[config.mk]
export PLATFORM = sky130hd
export DESIGN_NAME = devbus_seq
export DESIGN_NICKNAME = d
export VERILOG_FILES = /design/src/rtl/devbus_pkg.sv /design/src/rtl/devbus_tm_latch.sv /design/src/rtl/devbus_burst_ctr.sv /design/src/rtl/devbus_rd_cap.sv /design/src/rtl/devbus_phase_fsm.sv /design/src/rtl/devbus_seq.sv
export SDC_FILE = /design/constraint.sdc
export NUM_CORES = 1
export LEC_CHECK = 0
export CAP_MARGIN = 20
export CORE_MARGIN = 1.5
export CORE_UTILIZATION = 45
export CTS_CLUSTER_DIAMETER = 100
export DETAILED_ROUTE_END_ITERATION = 16
export PLACE_DENSITY = 0.74
export SLEW_MARGIN = 20
export SYNTH_ARGS = -nofsm -noshare
export SYNTH_HDL_FRONTEND = slang
export SYNTH_HIERARCHICAL = 1
export SYNTH_SLANG_ARGS = --single-unit
export TNS_END_PERCENT = 30
[constraint.sdc]
create_clock -name clk -period 7.1 [get_ports clk]
set_clock_uncertainty 0.05 [all_clocks]
set_input_delay 0.71 -clock clk [delete_from_list [all_inputs] [get_ports clk]]
set_output_delay 0.71 -clock clk [all_outputs]
set_load 0.03 [all_outputs]
[src/rtl/devbus_pkg.sv]
package devbus_pkg;

  typedef enum logic [2:0] {
    PH_IDLE   = 3'd0,
    PH_LEAD   = 3'd1,
    PH_WACT   = 3'd2,
    PH_WGAP   = 3'd3,
    PH_RFIRST = 3'd4,
    PH_RNEXT  = 3'd5,
    PH_FINISH = 3'd6
  } phase_t;

endpackage

[src/rtl/devbus_tm_latch.sv]
module devbus_tm_latch #(
  parameter int TW = 4
) (
  input  logic          clk,
  input  logic          rst,
  input  logic          load,
  input  logic [TW-1:0] tm_wr_lead,
  input  logic [TW-1:0] tm_wr_act,
  input  logic [TW-1:0] tm_wr_gap,
  input  logic [TW-1:0] tm_rd_first,
  input  logic [TW-1:0] tm_rd_next,
  output logic [TW-1:0] len_lead,
  output logic [TW-1:0] len_act,
  output logic [TW-1:0] len_gap,
  output logic [TW-1:0] len_first,
  output logic [TW-1:0] len_next
);

  localparam logic [TW-1:0] ONE = TW'(1);

  // a zero field is promoted to one clock
  function automatic logic [TW-1:0] at_least_one(input logic [TW-1:0] v);
    return (v == '0) ? ONE : v;
  endfunction

  always_ff @(posedge clk) begin
    if (rst) begin
      len_lead  <= ONE;
      len_act   <= ONE;
      len_gap   <= ONE;
      len_first <= ONE;
      len_next  <= ONE;
    end else if (load) begin
      len_lead  <= at_least_one(tm_wr_lead);
      len_act   <= at_least_one(tm_wr_act);
      len_gap   <= at_least_one(tm_wr_gap);
      len_first <= at_least_one(tm_rd_first);
      len_next  <= at_least_one(tm_rd_next);
    end
  end

endmodule

[src/rtl/devbus_burst_ctr.sv]
module devbus_burst_ctr #(
  parameter int AW = 3
) (
  input  logic          clk,
  input  logic          rst,
  input  logic          clr,
  input  logic          adv,
  input  logic [AW-1:0] beats_m1,
  output logic [AW-1:0] badr,
  output logic          last_beat
);

  logic [AW-1:0] limit;

  always_ff @(posedge clk) begin
    if (rst) begin
      badr  <= '0;
      limit <= '0;
    end else if (clr) begin
      badr  <= '0;
      limit <= beats_m1;
    end else if (adv) begin
      badr  <= badr + AW'(1);
    end
  end

  assign last_beat = (badr == limit);


  step_chk: assert property (@(posedge clk) disable iff (rst)
    (adv && !clr) |=> (badr == $past(badr) + AW'(1)));


  hold_chk: assert property (@(posedge clk) disable iff (rst)
    (!adv && !clr) |=> $stable(badr));

endmodule

[src/rtl/devbus_rd_cap.sv]
module devbus_rd_cap #(
  parameter int DW = 16
) (
  input  logic          clk,
  input  logic          rst,
  input  logic          cap,
  input  logic [DW-1:0] din,
  output logic [DW-1:0] rd_data,
  output logic          rd_strobe
);

  always_ff @(posedge clk) begin
    if (rst) begin
      rd_data   <= '0;
      rd_strobe <= 1'b0;
    end else begin
      rd_strobe <= cap;
      if (cap) rd_data <= din;
    end
  end

endmodule

[src/rtl/devbus_phase_fsm.sv]
module devbus_phase_fsm
  import devbus_pkg::*;
#(
  parameter int TW = 4
) (
  input  logic          clk,
  input  logic          rst,
  input  logic          req_valid,
  input  logic          req_write,
  input  logic [TW-1:0] len_lead,
  input  logic [TW-1:0] len_act,
  input  logic [TW-1:0] len_gap,
  input  logic [TW-1:0] len_first,
  input  logic [TW-1:0] len_next,
  input  logic          dev_ready,
  input  logic          last_beat,
  output logic          start,
  output logic          advance,
  output logic          capture,
  output logic          cs_n,
  output logic          we_n,
  output logic          re_n,
  output logic          done
);

  localparam logic [TW-1:0] ONE = TW'(1);
  localparam logic [TW-1:0] TWO = TW'(2);

  phase_t        phase, phase_d;
  logic [TW-1:0] cnt, cnt_d;
  logic [TW-1:0] rd_len, rd_samp;
  logic          in_read;

  assign in_read = (phase == PH_RFIRST) || (phase == PH_RNEXT);
  assign rd_len  = (phase == PH_RFIRST) ? len_first : len_next;
  // ready point: one clock before capture, or the capture edge for 1-clock access
  assign rd_samp = (rd_len == ONE) ? '0 : rd_len - TWO;

  always_comb begin
    phase_d = phase;
    cnt_d   = cnt + ONE;
    start   = 1'b0;
    advance = 1'b0;
    capture = 1'b0;
    unique case (phase)
      PH_IDLE: begin
        cnt_d = '0;
        if (req_valid) begin
          start   = 1'b1;
          phase_d = req_write ? PH_LEAD : PH_RFIRST;
        end
      end
      PH_LEAD: begin
        if (cnt == len_lead - ONE) begin
          phase_d = PH_WACT;
          cnt_d   = '0;
        end
      end
      PH_WACT: begin
        if (cnt == len_act - ONE) begin
          if (!dev_ready) begin
            cnt_d = cnt;
          end else if (last_beat) begin
            phase_d = PH_FINISH;
            cnt_d   = '0;
          end else begin
            phase_d = PH_WGAP;
            advance = 1'b1;
            cnt_d   = '0;
          end
        end
      end
      PH_WGAP: begin
        if (cnt == len_gap - ONE) begin
          phase_d = PH_WACT;
          cnt_d   = '0;
        end
      end
      PH_RFIRST, PH_RNEXT: begin
        if ((cnt == rd_samp) && !dev_ready) begin
          cnt_d = cnt;
        end else if (cnt == rd_len - ONE) begin
          capture = 1'b1;
          cnt_d   = '0;
          if (last_beat) begin
            phase_d = PH_FINISH;
          end else begin
            phase_d = PH_RNEXT;
            advance = 1'b1;
          end
        end
      end
      PH_FINISH: begin
        phase_d = PH_IDLE;
        cnt_d   = '0;
      end
      default: begin
        phase_d = PH_IDLE;
        cnt_d   = '0;
      end
    endcase
  end

  always_ff @(posedge clk) begin
    if (rst) begin
      phase <= PH_IDLE;
      cnt   <= '0;
      cs_n  <= 1'b1;
      we_n  <= 1'b1;
      re_n  <= 1'b1;
      done  <= 1'b0;
    end else begin
      phase <= phase_d;
      cnt   <= cnt_d;
      cs_n  <= (phase_d == PH_IDLE) || (phase_d == PH_FINISH);
      we_n  <= (phase_d != PH_WACT);
      re_n  <= !((phase_d == PH_RFIRST) || (phase_d == PH_RNEXT));
      done  <= (phase_d == PH_FINISH);
    end
  end


  wr_stretch_chk: assert property (@(posedge clk) disable iff (rst)
    (phase == PH_WACT && cnt == len_act - ONE && !dev_ready)
      |=> (phase == PH_WACT && !we_n));


  rd_stretch_chk: assert property (@(posedge clk) disable iff (rst)
    (in_read && cnt == rd_samp && !dev_ready) |=> ($stable(cnt) && !re_n));


  finish_idle_chk: assert property (@(posedge clk) disable iff (rst)
    (phase == PH_FINISH) |=> (phase == PH_IDLE && cs_n && !done));

endmodule

[src/rtl/devbus_seq.sv]
module devbus_seq #(
  parameter int DW        = 16,
  parameter int TW        = 4,
  parameter int MAX_BEATS = 8
) (
  input  logic                         clk,
  input  logic                         rst,
  input  logic                         req_valid,
  input  logic                         req_write,
  input  logic [$clog2(MAX_BEATS)-1:0] req_beats,
  input  logic [TW-1:0]                tm_wr_lead,
  input  logic [TW-1:0]                tm_wr_act,
  input  logic [TW-1:0]                tm_wr_gap,
  input  logic [TW-1:0]                tm_rd_first,
  input  logic [TW-1:0]                tm_rd_next,
  input  logic                         dev_ready,
  input  logic [DW-1:0]                dev_rdata,
  output logic                         cs_n,
  output logic                         we_n,
  output logic                         re_n,
  output logic [$clog2(MAX_BEATS)-1:0] burst_adr,
  output logic [DW-1:0]                rd_data,
  output logic                         rd_strobe,
  output logic                         done
);

  localparam int AW = $clog2(MAX_BEATS);

  logic          start, advance, capture, last_beat;
  logic [TW-1:0] len_lead, len_act, len_gap, len_first, len_next;

  devbus_tm_latch #(.TW(TW)) u_tm (
    .clk(clk), .rst(rst), .load(start),
    .tm_wr_lead(tm_wr_lead), .tm_wr_act(tm_wr_act), .tm_wr_gap(tm_wr_gap),
    .tm_rd_first(tm_rd_first), .tm_rd_next(tm_rd_next),
    .len_lead(len_lead), .len_act(len_act), .len_gap(len_gap),
    .len_first(len_first), .len_next(len_next)
  );

  devbus_burst_ctr #(.AW(AW)) u_burst (
    .clk(clk), .rst(rst), .clr(start), .adv(advance),
    .beats_m1(req_beats), .badr(burst_adr), .last_beat(last_beat)
  );

  devbus_phase_fsm #(.TW(TW)) u_fsm (
    .clk(clk), .rst(rst), .req_valid(req_valid), .req_write(req_write),
    .len_lead(len_lead), .len_act(len_act), .len_gap(len_gap),
    .len_first(len_first), .len_next(len_next),
    .dev_ready(dev_ready), .last_beat(last_beat),
    .start(start), .advance(advance), .capture(capture),
    .cs_n(cs_n), .we_n(we_n), .re_n(re_n), .done(done)
  );

  devbus_rd_cap #(.DW(DW)) u_cap (
    .clk(clk), .rst(rst), .cap(capture), .din(dev_rdata),
    .rd_data(rd_data), .rd_strobe(rd_strobe)
  );


  done_pulse_chk: assert property (@(posedge clk) disable iff (rst)
    done |=> !done);


  strobe_after_read_chk: assert property (@(posedge clk) disable iff (rst)
    rd_strobe |-> $past(!re_n));


  adr_steady_pulse_chk: assert property (@(posedge clk) disable iff (rst)
    (!we_n && $past(!we_n)) |-> $stable(burst_adr));

endmodule

==> metrics.md, run 1 <==
| Metric | Value |
|---|---|
| Max capacitance violation total | 0 |
| Synth Register Bits | 54 |
| Dominant cells by area after synthesis | dfxtp_1 36%, mux2i_1 13%, nor2_1 5.7% |
| Clk Tree Root Cell | clkbuf_8 |
| Cell area after placement | between 3000 and 4000 um^2 |
| Initial cell density of the core | 46.8% |
| Pwr Density | 335 nW/um^2 |
| Part of the power in the clock network | a little over an eighth |
| Worst min path class | reg -> reg |
| Critical Path End | u_cap/rd_data[10]$_SDFFE_PP0P_ |
| Post-CTS setup buffer count | 0 |
| DIE HEIGHT | around 84 um |
| Met3 wire length | 268 um |
| Final Hold Fails | 0 |
| Last weighted congestion value of the routability-driven placer | 0.929 |
| Cell depth of the worst flop-to-flop path | 14 |
| Cells after synthesis | 310 |
| Number of top-level design ports | 68 |
| Worst path max stage delay | 0.61 ns |
| Yosys warns | 6 |
| Series of cell instances along the critical path | nor3b_2, mux2i_1, inv_2, ha_1, nor4_1, o21ai_0, nand2_1, xor2_1, nor4_4, nor2_1, nand2_1, inv_1, mux2i_1, nor2_1 |
| Max Clk Rate | 248 MHz |
| Maximum fanout encountered on the critical timing path | 17 |
| Final ANT Viol Nets | 0 |
| Clk Latency, worst-skew pair | approximately 0.31 ns |
| Worst r2r src | u_fsm/phase[2]$_SDFF_PP0_ |
| Number of hold-repair buffers added at the cts stage | 0 |
| CP startpoint | u_fsm/phase[2]$_SDFF_PP0_ |
| Required time of the critical path | a little over 7 ns |
| Post-synth net total | 360 |
| Number of remaining DRC errors | 0 |
| Finished Cell Area | 3730 um^2 |
| CP max-delay cell | inv_1 |
| Switching portion of total power | about two fifths |
| Antenna diode instance count | 0 |
| Total length of routed wires | 6.05 mm |
| Library cell occupying the most area in the post-synthesis netlist | dfxtp_1 |
| Post-CTS clock slew at the launch and capture registers of the worst setup and hold paths | roughly 0.10 ns |
| Pre-CTS setup slack | 3.13 ns |
| Setup Viol. Count Final | 0 |
| Area share of the largest cell type after synthesis | 36.2% |
| Area growth syn-to-layout | 24.8% |
| Share of post-route cells with drive strength above 1 | 6.79% |
| Total via count in the routed design | ~2,300 |
| P_sw | about 510 uW |
| Uppermost metal layer occupied by signal nets | met4 |
| Tcrit/Tclk final | 56.7% |
| TritonCTS clock tree | built |
| Post-DP HPWL | 4.54 mm |
| Num CTS Buffers | 5 |
| Peak supply drop | between 0.15 and 0.2 mV |
| Pin count of the biggest net entering global routing | 51 |
| Wire length the detailed router placed on met1 | 2.73 mm |
| GRT Util Overall | 18.0% |
| Status | complete, no violations |
| Via density | 5.28 |
| Register-to-register setup slack | 3.07 ns |
| Static power due to leakage | between 0.001 and 0.0015 uW |
| Worst setup margin | 3.07 ns |
| Final Power | about 1200 uW |
| Share of synthesized registers carrying an async set or reset | 0% |
| Worst Setup Start Kind | flop |
| Syn Std Cell Area | between 2000 and 3000 um^2 |
| Number of gates on the worst path with buffers counted | 14 |
| H-tree Lvls | 2 |
| Top cells by count, synth | 54 x dfxtp_1, 45 x nor2_1, 39 x mux2i_1 |
| Die ar. | 7130 um^2 |
| Leading cell type by number of instances after synthesis | dfxtp_1 |
| Count of standard-cell rows | 29 |
| Overflow after GRT | 0 |
| Maximum root-to-sink buffer count | 2 |
| Bufs and invs on worst path | 2 |
| Layout Nets | roughly 420 |
| Starting DRC count in detailed routing | around 180 |
| Number of library cell types mapped by synthesis | 57 |
| Metal2 WL | 3.01 mm |
| Final Slew Violations | 0 |
| Share of power burned in registers | 35.6% |
| Pin slew with the least headroom to its limit | around 0.8 ns |
| Antenna violations before repair | 0 |
| Kind of cell adding the most delay to the critical path | simple AND/OR/NAND/NOR gates |
| Commonest register cell after synthesis | dfxtp_1 |
| First-pass GRT wire length | 10.6 mm |
| Number of fill cells in the layout | 571 |
| Critical path arrival | 4.16 ns |
| First drt pass iteration count | 4 |
| Vias in the first global route | 2,311 |
| Kind of end point of the critical path | flop |
| Per-instance average area after synthesis | between 9 and 10 um^2 |
| PortBufs | 67 |
| Logic pwr share | 50.9% |
| Sequential fraction of the synthesis area | roughly 36% |
| Core area | 6390 um^2 |
| DR WL/cell | 13.6 um |
| Int Pwr | 741 uW |
| Worst Setup Path Type | reg -> reg |
| Count of flip-flops with a built-in enable after synthesis | 0 |
| Sum of negative setup slack | 0 ns |
| Post-CTS Resized | 0 |
| RSZ-0062 raised after global routing | false |
| Num Clock Sinks | 54 |
| Clock period minus worst slack | 4.03 ns |
| Remaining max-slew budget at the tightest pin | between 40% and 50% |
| Width of the chip | 84.5 um |
| Reg2reg end | u_cap/rd_data[10]$_SDFFE_PP0P_ |
-- cell usage in the layout, fill, tap and decap left out, types with 2 or more instances in the layout --
master / n
o21ai_0: 6
dfxtp_1: 54
mux2i_4: 2
a31oi_1: 2
nor2b_1: 4
and3_1: 2
nor4b_4: 4
nand2b_1: 2
mux2_1: 4
a32o_1: 2
a221o_1: 3
inv_1: 15
o22ai_1: 2
o21a_1: 2
nor3_1: 14
mux2i_1: 39
a22o_1: 2
nand3_1: 2
nand2_1: 9
ha_1: 6
nor4_1: 4
clkbuf_8: 5
xnor2_1: 17
xor2_1: 11
a21oi_1: 2
o211a_1: 2
nor2_1: 45
buf_4: 2
a2bb2oi_1: 2
clkdlybuf4s50_1: 67
o31ai_1: 2
or3_1: 6
nand4_1: 2
-- stage by stage --
stage / cells / utilization [%] / hold slack [ns]
after floorplan: 310 / - / 0.405
after global placement: 438 / 57.1 / 0.422
after detailed placement: 438 / 57.1 / 0.431
after CTS: 445 / 58.3 / 0.456
after global routing: 445 / 58.3 / 0.475
final: 445 / 58.3 / 0.449
-- cells by family after synthesis --
kind of cell / Yosys count / synth area share (%)
flops: 54 / 36.2
buf+inv: 35 / 6.53
compound gates: 35 / 9.17
mux: 47 / 17.0
xor+xnor: 28 / 8.21
fa+ha+maj: 6 / 2.51
simple gates: 105 / 20.4
-- registers in the layout, summed over array words and instances (netlist names) --
| register | count |
|---|---|
| u_tm/len_act | 4 |
| u_burst/limit | 3 |
| u_fsm/cnt | 4 |
| u_fsm/re_n | 1 |
| u_fsm/we_n | 1 |
| u_fsm/phase | 3 |
| u_cap/rd_data | 16 |
| u_tm/len_next | 4 |
| u_cap/rd_strobe | 1 |
| u_fsm/done | 1 |
| u_tm/len_gap | 4 |
| u_burst/badr | 3 |
| u_tm/len_first | 4 |
| u_tm/len_lead | 4 |
| u_fsm/cs_n | 1 |
-- final cells by class --
type	count	area, um^2	area share, %
well taps	77	96.3	2.59
inverters	17	63.8	1.71
flip-flops and latches	54	1080	29.0
clock buffers	5	68.8	1.85
repair buffers	69	686	18.4
clock inverters	2	13.8	0.369
multi-input cells	221	1720	46.1
-- power by group through the flow --
stage | Sequential, uW | Clock [uW] | Combinational, uW
2_1_floorplan | 456 | 0 | 499
3_3_place_gp | 450 | 0 | 625
3_5_place_dp | 450 | 0 | 633
4_1_cts | 444 | 173 | 636
5_1_grt | 457 | 187 | 701
6_report | 444 | 168 | 635
-- worst reg2reg max path, cell delays in order (launching register included) --
cell and delay [ns]:
dfxtp_1 0.55, nor3b_2 0.50, mux2i_1 0.47, inv_2 0.07, ha_1 0.25, nor4_1 0.18
o21ai_0 0.12, nand2_1 0.12, xor2_1 0.24, nor4_4 0.09, nor2_1 0.23, nand2_1 0.11
inv_1 0.61, mux2i_1 0.27, nor2_1 0.06
-- per-layer routing --
metal | global-route usage, % | vias up
li1 | - | 1200
met1 | 23.3 | 1087
met2 | 30.4 | 57
met3 | 3.34 | 4
met4 | 5.57 | 0
met5 | 0 | -
-- how the worst min path moves through the flow --
stage	from	to	slack, ns	cells after the start
after floorplan	u_tm/len_first[2]$_SDFFE_PP0P_	u_tm/len_first[2]$_SDFFE_PP0P_	0.40	2
after global placement	u_cap/rd_data[0]$_SDFFE_PP0P_	u_cap/rd_data[0]$_SDFFE_PP0P_	0.42	2
after detailed placement	u_cap/rd_data[6]$_SDFFE_PP0P_	u_cap/rd_data[6]$_SDFFE_PP0P_	0.43	2
after CTS	u_cap/rd_data[6]$_SDFFE_PP0P_	u_cap/rd_data[6]$_SDFFE_PP0P_	0.46	2
after global routing	u_cap/rd_data[8]$_SDFFE_PP0P_	u_cap/rd_data[8]$_SDFFE_PP0P_	0.48	2
final	u_cap/rd_data[6]$_SDFFE_PP0P_	u_cap/rd_data[6]$_SDFFE_PP0P_	0.45	2
(Power assumes the default switching activity.)
==> run 2, diff against run 1 <==
- PLACE_DENSITY: 0.74 -> 0.77
- clock period: 7.1 -> 3.6 ns (I/O delays scaled with it)
==> run 2 against run 1 <==
Compared with the run above: count of clock-buffer cells in the layout up 1; critical path depth unchanged; combinational power up 100%; sequential share of layout area down 0.37 points; via count up 2.2%.
==> metrics.md, run 2 (synthesis results as in run 1) <==
| Metric | Value |
|---|---|
| Starting DRC count in detailed routing | 141 |
| Static power due to leakage | 0.00145 uW |
| Number of remaining DRC errors | 0 |
| Worst path max stage delay | 0.44 ns |
| Width of the chip | 84.5 um |
| Num CTS Buffers | 5 |
| Max Clk Rate | 308 MHz |
| Worst setup margin | 0.351 ns |
| Post-CTS Resized | 0 |
| Worst Setup Path Type | reg -> reg |
| Tcrit/Tclk final | approximately nine tenths |
| Final Slew Violations | 0 |
| Clk Latency, worst-skew pair | 0.30 ns |
| Number of hold-repair buffers added at the cts stage | 0 |
| Num Clock Sinks | 54 |
| GRT Util Overall | 17.7% |
| Vias in the first global route | 2,324 |
| Flip-flop count of the largest register after layout | 16 |
| Required time of the critical path | 3.75 ns |
| Total via count in the routed design | 2,399 |
| Post-DP HPWL | 4.64 mm |
| Last weighted congestion value of the routability-driven placer | 0.915 |
| Count of standard-cell rows | 29 |
| Overflow after GRT | 0 |
| Pin slew with the least headroom to its limit | 0.661 ns |
| Core area | 6390 um^2 |
| Max capacitance violation total | 0 |
| Maximum root-to-sink buffer count | 2 |
| DR WL/cell | ~14 um |
| Critical path arrival | 3.40 ns |
| Clk Tree Root Cell | clkbuf_8 |
| Post-CTS clock slew at the launch and capture registers of the worst setup and hold paths | approximately 0.09 ns |
| Worst Setup Start Kind | flop |
| Number of top-level design ports | 68 |
| Share of post-route cells with drive strength above 1 | between 7 and 8% |
| Die ar. | 7130 um^2 |
| RSZ-0062 raised after global routing | false |
| Clock period minus worst slack | ~3.2 ns |
| Pin count of the biggest net entering global routing | 34 |
| Maximum fanout encountered on the critical timing path | 12 |
| Peak supply drop | between 0.3 and 0.4 mV |
| Initial cell density of the core | 46.8% |
| Final hold slack | 0.448 ns |
| PortBufs | 67 |
| Kind of cell adding the most delay to the critical path | simple AND/OR/NAND/NOR gates |
| Setup Viol. Count Final | 0 |
| Total length of routed wires | ~6.2 mm |
| Pwr Density | around 660 nW/um^2 |
| Series of cell instances along the critical path | nor3b_2, mux2i_1, inv_2, ha_1, nor4_1, o21ai_0, nand2_1, xor2_1, nor4_4, nor2_1, nand2_1, a21oi_1, mux2i_1, nor2_1 |
| Pre-CTS setup slack | 0.399 ns |
| Sum of negative setup slack | 0 ns |
| H-tree Lvls | 2 |
| Layout Nets | approximately 420 |
| Post-CTS setup buffer count | 0 |
| Final Hold Fails | 0 |
| Bufs and invs on worst path | 1 |
| Most common library cell in the layout ignoring fill and taps | clkdlybuf4s50_1 |
| Remaining max-slew budget at the tightest pin | between 50% and 60% |
| Antenna violations before repair | 0 |
| Largest register by flop count | u_cap/rd_data |
| Status | complete, no violations |
| DIE HEIGHT | 84.5 um |
| Final ANT Viol Nets | 0 |
| Worst min path class | reg -> reg |
| First-pass GRT wire length | between 10 and 15 mm |
| Top library cells by usage in the layout, fill and taps aside | 67 x clkdlybuf4s50_1, 54 x dfxtp_1, 45 x nor2_1 |
| TritonCTS clock tree | built |
| First drt pass iteration count | 4 |
| Kind of end point of the critical path | flop |
| Area growth syn-to-layout | 26.4% |
| Final Power | 2490 uW |
| Via density | between 5 and 6 |
| CP max-delay cell | dfxtp_1 |
| Antenna diode instance count | 0 |
run 2: cell type report:
cell class                      instances  area [um^2]
Clock buffer                            6         72.6
Clock inverter                          1         7.51
Fill cell                             546         2610
Inverter                               17         63.8
Multi-Input combinational cell        221         1720
Sequential cell                        54         1080
Tap cell                               77         96.3
Timing Repair Buffer                   74          736
run 2: tightest hold or removal path, cell delays in order, from the launching register on:
cell and delay (ns):
dfxtp_1 0.33, mux2i_1 0.06, nor2_1 0.07
run 2: power breakdown:
group	internal (uW)	leakage (uW)	switching, uW	total, uW
Sequential	723	0.000440	144	867
Combinational	633	0.000968	663	1300
Clock	134	0.0000373	188	322
Total	1490	0.00145	995	2490
run 2: path summary, 6_finish.rpt:
kind | slack (ns) | depth (start not counted) | startpoint | to
setup reg to reg | 0.35 | 14 | u_fsm/phase[1]$_SDFF_PP0_ | u_burst/badr[1]$_SDFFE_PP0P_
setup / recovery | 0.35 | 14 | u_fsm/phase[1]$_SDFF_PP0_ | u_burst/badr[1]$_SDFFE_PP0P_
hold reg to reg | 0.45 | 2 | u_cap/rd_data[1]$_SDFFE_PP0P_ | u_cap/rd_data[1]$_SDFFE_PP0P_
hold / removal | 0.45 | 2 | u_cap/rd_data[1]$_SDFFE_PP0P_ | u_cap/rd_data[1]$_SDFFE_PP0P_
run 2: routing by layer:
metal	wire (um)	vias to the layer above	GRT usage [%]
li1	-	1205	-
met1	2830	1127	21.2
met2	3050	58	31.6
met3	224	9	2.65
met4	93	0	6.89
met5	0	-	0
run 2: metrics by stage:
| stage | utilization (%) | cell area (um^2) | cells |
|---|---|---|---|
| floorplan | - | 2990 | 310 |
| global placement | 57.8 | 3690 | 443 |
| detailed placement | 57.8 | 3690 | 443 |
| CTS | 59.1 | 3770 | 450 |
| global route | 59.1 | 3770 | 450 |
| finish | 59.1 | 3770 | 450 |
==> run 3, diff against run 2 <==
--- a/constraint.sdc
+++ b/constraint.sdc
@@ -3,3 +3,3 @@
 set_input_delay 0.36 -clock clk [delete_from_list [all_inputs] [get_ports clk]]
 set_output_delay 0.36 -clock clk [all_outputs]
-set_load 0.03 [all_outputs]
+set_load 0.01 [all_outputs]
==> results of run 3 <==
Same layout as run 2 (identical final DEF). Status: complete, no violations.
Among the figures that moved: total power 2490 uW -> 2420 uW; worst IR drop on VDD 0.353 mV -> 0.328 mV
